`src/rtl/stepdiv_pkg.sv`:
```
`timescale 1ns/1ps
package stepdiv_pkg;
  // Bits needed to count from 0 up to n-1 (at least one bit).
  function automatic int cnt_width(int n);
    return (n < 2) ? 1 : $clog2(n);
  endfunction
endpackage

```
`src/rtl/stepdiv_sync.sv`:
```
`timescale 1ns/1ps
module stepdiv_sync #(
  parameter int STAGES = 2
) (
  input  logic clk,
  input  logic rst_n,
  input  logic d_i,
  output logic q_o
);
  localparam int SW = $clog2(STAGES + 1);

  logic [STAGES-1:0] chain;

  always_ff @(posedge clk) begin
    if (!rst_n) chain <= '0;
    else        chain <= {chain[STAGES-2:0], d_i};
  end

  assign q_o = chain[STAGES-1];

  // Checker: track how long the input has been stable (pre-reset history = 0).
  logic          prev_d;
  logic [SW-1:0] stab;

  always_ff @(posedge clk) begin
    if (!rst_n) begin
      prev_d <= 1'b0;
      stab   <= '0;
    end else begin
      prev_d <= d_i;
      if (d_i != prev_d)               stab <= '0;
      else if (stab != SW'(STAGES))    stab <= stab + 1'b1;
    end
  end

  assert_sync_settles_R6: assert property (@(posedge clk) disable iff (!rst_n)
    (stab >= SW'(STAGES - 1) && d_i == prev_d) |-> (q_o == d_i));
endmodule

```
`src/rtl/stepdiv_core.sv`:
```
`timescale 1ns/1ps
module stepdiv_core #(
  parameter int DIV = 4
) (
  input  logic clk,
  input  logic rst_n,
  input  logic step_i,
  output logic div_o,
  output logic stepped_o
);
  localparam int HALF_NOM  = DIV / 2;
  localparam int HALF_STEP = DIV / 4;
  localparam int CW        = stepdiv_pkg::cnt_width(HALF_NOM);

  logic [CW-1:0] cnt;
  logic [CW-1:0] limit;
  logic          div_q;
  logic          half_sel;
  logic          wrap;

  always_comb begin
    limit = half_sel ? CW'(HALF_STEP - 1) : CW'(HALF_NOM - 1);
    wrap  = (cnt == limit);
  end

  always_ff @(posedge clk) begin
    if (!rst_n) begin
      cnt   <= '0;
      div_q <= 1'b0;
    end else if (wrap) begin
      cnt   <= '0;
      div_q <= ~div_q;
    end else begin
      cnt   <= cnt + 1'b1;
    end
  end

  generate
    if (HALF_STEP > 0) begin : g_step
      // New ratio loaded only as the divided clock falls.
      always_ff @(posedge clk) begin
        if (!rst_n)              half_sel <= 1'b0;
        else if (wrap && div_q)  half_sel <= step_i;
      end
    end else begin : g_nostep
      logic unused_step;
      assign unused_step = step_i;
      assign half_sel    = 1'b0;
    end
  endgenerate

  assign div_o     = div_q;
  assign stepped_o = half_sel;

  // Checker: phase length of the counter-driven clock.
  logic       prev_q;
  logic [2:0] run;

  always_ff @(posedge clk) begin
    if (!rst_n) begin
      prev_q <= 1'b0;
      run    <= '0;
    end else begin
      prev_q <= div_q;
      if (div_q != prev_q)  run <= 3'd1;
      else if (run != 3'd7) run <= run + 1'b1;
    end
  end

  assert_phase_len_R9: assert property (@(posedge clk) disable iff (!rst_n)
    (div_q != prev_q) |-> (run == 3'(HALF_NOM) || run == 3'(HALF_STEP)));

  assert_sel_moves_low_R7: assert property (@(posedge clk) disable iff (!rst_n)
    !$stable(half_sel) |-> !div_q);
endmodule

```
`src/rtl/stepdiv_passsel.sv`:
```
`timescale 1ns/1ps
module stepdiv_passsel (
  input  logic clk,
  input  logic rst_n,
  input  logic step_i,
  input  logic div_i,
  output logic clk_o,
  output logic pass_o
);
  logic pass_q;

  // Select flips on the falling reference edge while the divided clock
  // is low, so both mux inputs are low at the switch instant.
  always_ff @(negedge clk) begin
    if (!rst_n)      pass_q <= 1'b0;
    else if (!div_i) pass_q <= step_i;
  end

  assign clk_o  = pass_q ? clk : div_i;
  assign pass_o = pass_q;

  assert_pass_switch_low_R7: assert property (@(negedge clk) disable iff (!rst_n)
    !$stable(pass_q) |-> !$past(div_i));
endmodule

```
`src/rtl/stepdiv_clk.sv`:
```
`timescale 1ns/1ps
module stepdiv_clk #(
  parameter int DIV = 2
) (
  input  logic ref_clk,
  input  logic rst_n,
  input  logic step_req,
  input  logic scan_mode,
  output logic clk_out
);
  localparam int SYNC_STAGES = 2;
  localparam int SCAN_SAT    = 15;

  logic req_s;
  logic step_eff;
  logic div_clk;
  logic core_stepped;
  logic mode_stepped;

  stepdiv_sync #(.STAGES(SYNC_STAGES)) u_sync (
    .clk   (ref_clk),
    .rst_n (rst_n),
    .d_i   (step_req),
    .q_o   (req_s)
  );

  assign step_eff = req_s & ~scan_mode;

  stepdiv_core #(.DIV(DIV)) u_core (
    .clk       (ref_clk),
    .rst_n     (rst_n),
    .step_i    (step_eff),
    .div_o     (div_clk),
    .stepped_o (core_stepped)
  );

  generate
    if (DIV == 2) begin : g_pass
      logic unused_core;
      assign unused_core = core_stepped;
      stepdiv_passsel u_sel (
        .clk    (ref_clk),
        .rst_n  (rst_n),
        .step_i (step_eff),
        .div_i  (div_clk),
        .clk_o  (clk_out),
        .pass_o (mode_stepped)
      );
    end else begin : g_reg
      assign clk_out      = div_clk;
      assign mode_stepped = core_stepped;
    end
  endgenerate

  // Checker: a long-held scan mode must leave the stepped selection off.
  logic [3:0] scan_run;

  always_ff @(posedge ref_clk) begin
    if (!rst_n || !scan_mode)      scan_run <= '0;
    else if (scan_run != SCAN_SAT) scan_run <= scan_run + 1'b1;
  end

  assert_scan_forces_nominal_R2: assert property (@(posedge ref_clk) disable iff (!rst_n)
    (scan_run == 4'(SCAN_SAT)) |-> !mode_stepped);
endmodule

```
`config.mk`:
```
export PLATFORM = sky130hd
export DESIGN_NAME = stepdiv_clk
export DESIGN_NICKNAME = d
export VERILOG_FILES = /design/src/rtl/stepdiv_pkg.sv /design/src/rtl/stepdiv_sync.sv /design/src/rtl/stepdiv_core.sv /design/src/rtl/stepdiv_passsel.sv /design/src/rtl/stepdiv_clk.sv
export SDC_FILE = /design/constraint.sdc
export NUM_CORES = 1
export LEC_CHECK = 0
export BUFFER_PORTS_ARGS = -buffer_cell sky130_fd_sc_hd__clkbuf_2
export CORE_AREA = 2 2 39 41
export CTS_BUF_LIST = sky130_fd_sc_hd__clkbuf_8
export CTS_CLUSTER_DIAMETER = 100
export DETAILED_ROUTE_END_ITERATION = 16
export DIE_AREA = 0 0 41 43
export REMOVE_ABC_BUFFERS = 1
export SYNTH_ARGS = -nofsm -noshare
export SYNTH_HDL_FRONTEND = slang
export SYNTH_SLANG_ARGS = --single-unit
```
`constraint.sdc`:
```
create_clock -name ref_clk -period 1 [get_ports ref_clk]
set_input_delay 0.2 -clock ref_clk [delete_from_list [all_inputs] [get_ports ref_clk]]
set_output_delay 0.2 -clock ref_clk [all_outputs]
set_load 0.02 [all_outputs]
```
==> impl_metrics.env <==
export IMPL_seq_area_frac_synth_pct=60.61
export IMPL_routed_wirelength_um=306
export IMPL_grt_pass1_wl_um=558
export IMPL_power_switching_fraction_pct=18.35
export IMPL_placed_area_um2=220.2
export IMPL_io_buffers=4
export IMPL_dr_pass1_iters=3
export IMPL_syn_area_per_cell_um2=11.80
export IMPL_nets=33
export IMPL_diodes=0
export IMPL_p_clk_share_pct=73.6
export IMPL_ant_nets=0
export IMPL_syn2layout_area_growth_pct=103.8
export IMPL_worstSetupPathType="flop to output port"
export IMPL_drcViolationCount=0
export IMPL_drive_gt1_share_pct=60.71
export IMPL_start_util_pct=11.93
export IMPL_p_switching_uw=175.8
export IMPL_met2_usage_pct=5.000
export IMPL_clock_latency_ps=400
export IMPL_gp_congestion=0.5388
export IMPL_synth_edf_count=0
export IMPL_vdd_drop_max_uv=1249
export IMPL_row_count=14
export IMPL_post_route_cell_area_um2=336.6
export IMPL_cts_tree="built"
export IMPL_synth_area_leader_cell="dfxtp_1"
export IMPL_end_kind="output port"
export IMPL_ys_top_cells_by_count="dfxtp_1, and2_1"
export IMPL_async_flop_share_pct=0
export IMPL_grt_util_met3_pct=12.04
export IMPL_skew_ps=79.19
export IMPL_maxCapViolations=0
export IMPL_worstHoldStart="step_req"
export IMPL_internal_power_uw=782.3
export IMPL_die_x_um=41
export IMPL_synth_area_um2=165.2
export IMPL_crit_start="g_pass.u_sel.pass_o"
export IMPL_overflow=0
export IMPL_drt_wirelength_per_cell_um=6.955
export IMPL_worstPathMaxFanout=2
export IMPL_ys_flop_type="dfxtp_1"
export IMPL_synth_area_top_cells="dfxtp_1, and2_1, mux2_1"
export IMPL_required_ps=800
export IMPL_arrival_ps=1650
export IMPL_rsz0062_at_grt="yes"
export IMPL_clkTransAtPathRegs_ps=30
export IMPL_grt_pass1_vias=179
export IMPL_status="finished, violations left"
export IMPL_busiest_layer="met3"
export IMPL_dp_cells=36
export IMPL_place_ws_ps=-480.6
export IMPL_grt_usage_pct=6.445
export IMPL_dieArea_um2=1763
export IMPL_p_per_area_nw_per_um2=2847
export IMPL_pwr_share_comb_pct=3.8
export IMPL_via_per_inst=3.045
export IMPL_power_total_uw=958.1
export IMPL_report_final_slew_viol_count=0
export IMPL_netlist_instances=14
export IMPL_grt_max_degree=6
export IMPL_hold_viol_final=0
export IMPL_ys_ff_latch=5
export IMPL_holdCritPathClass="primary input to flop"
export IMPL_die_h_um=43
export IMPL_layout_cells_non_filler=44
export IMPL_routed_via_count=134
export IMPL_power_leakage_nw=0.1568
export IMPL_synthDistinctLibCells=8
export IMPL_whs_ps=85.45
export IMPL_synth_warnings=0
export IMPL_io_pins=5
export IMPL_antenna_found_initial=0
export IMPL_drt_iter0_drc=6
export IMPL_start_kind="flop"
export IMPL_global_route_usage_met1_pct=3.896
export IMPL_yosysMostFrequentCell="dfxtp_1"
export IMPL_pwr_share_seq_pct=22.7
export IMPL_failed_checks="setup timing"
export IMPL_core_um2=1384
export IMPL_regToRegStartpoint="u_core.div_o"
export IMPL_fin_ws_ps=-851.6
export IMPL_setup_viol=2
export IMPL_finish_utilization_pct=24.32
export IMPL_synth_top_area_share_pct=60.61
export IMPL_setup_tns_final_ps=-1018
## final cells by class
cell class,count,area (µm²)
Clock buffer,7,97.59
Clock inverter,2,7.507
Fill cell,145,1047
Multi-Input combinational cell,8,71.32
Sequential cell,5,102.6
Tap cell,16,20.02
Timing Repair Buffer,6,37.54
## power groups by stage
| stage | clock network, mW | logic (mW) | registers (mW) |
|---|---|---|---|
| after global placement | 0.0292 | 0.0334 | 0.218 |
| final | 0.705 | 0.0361 | 0.217 |
| after global routing | 0.763 | 0.0419 | 0.218 |
| after floorplan | 0.0248 | 0.0116 | 0.220 |
| after detailed placement | 0.0292 | 0.0338 | 0.218 |
| after CTS | 0.720 | 0.0357 | 0.216 |
## critical path: stages, from the launching register on
cell and delay, ps:
dfxtp_2 320, mux2_4 300, buf_8 130
## cells by family (layout without fill, tap and decap cells)
kind of cell,Yosys count,after routing,synth area share [%]
compound gates,1,1,5.304
xor+xnor,1,1,5.304
buf+inv,1,15,2.271
flops,5,5,60.61
mux,1,1,6.818
other cells,1,1,2.271
simple gates,4,4,17.43
## layout by cell type (no fill, tap or decap), drive strengths merged
master / Yosys / routed
a31o: 1 / 1
and2: 3 / 3
buf: 0 / 4
clkbuf: 0 / 9
conb: 1 / 1
dfxtp: 5 / 5
inv: 1 / 2
mux2: 1 / 1
nor4bb: 1 / 1
xnor2: 1 / 1
## repair_timing
item	4_1_cts	5_1_grt
endpoints found under the setup margin	2	2
pin swaps	1	2
endpoints found under the hold margin	0	0
setup buffers	1	0
gates resized for setup	4	3
hold buffers	0	0
## flip-flops by register name, summed over array words and instances, names as in the netlist
signal and cells:
u_sync.chain 2, g_pass.u_sel.pass_o 1, u_core.div_o 1, u_core.cnt 1
## final timing paths
| path | to | slack, ps | depth (start not counted) |
|---|---|---|---|
| worst min-delay path | u_sync.chain[0] | 90 | 2 |
| worst max-delay path | clk_out | -850 | 2 |
| worst min register to register | u_sync.chain[1] | 430 | 1 |
| worst max register to register | g_pass.u_sel.pass_o | -170 | 2 |
## per-layer routing
metal	vias to the layer above	share of wire, %
met1	55	45
met3	2	10
met5	-	0
met4	0	2.0
li1	72	-
met2	5	42
Power figures use the tool's default switching activity.
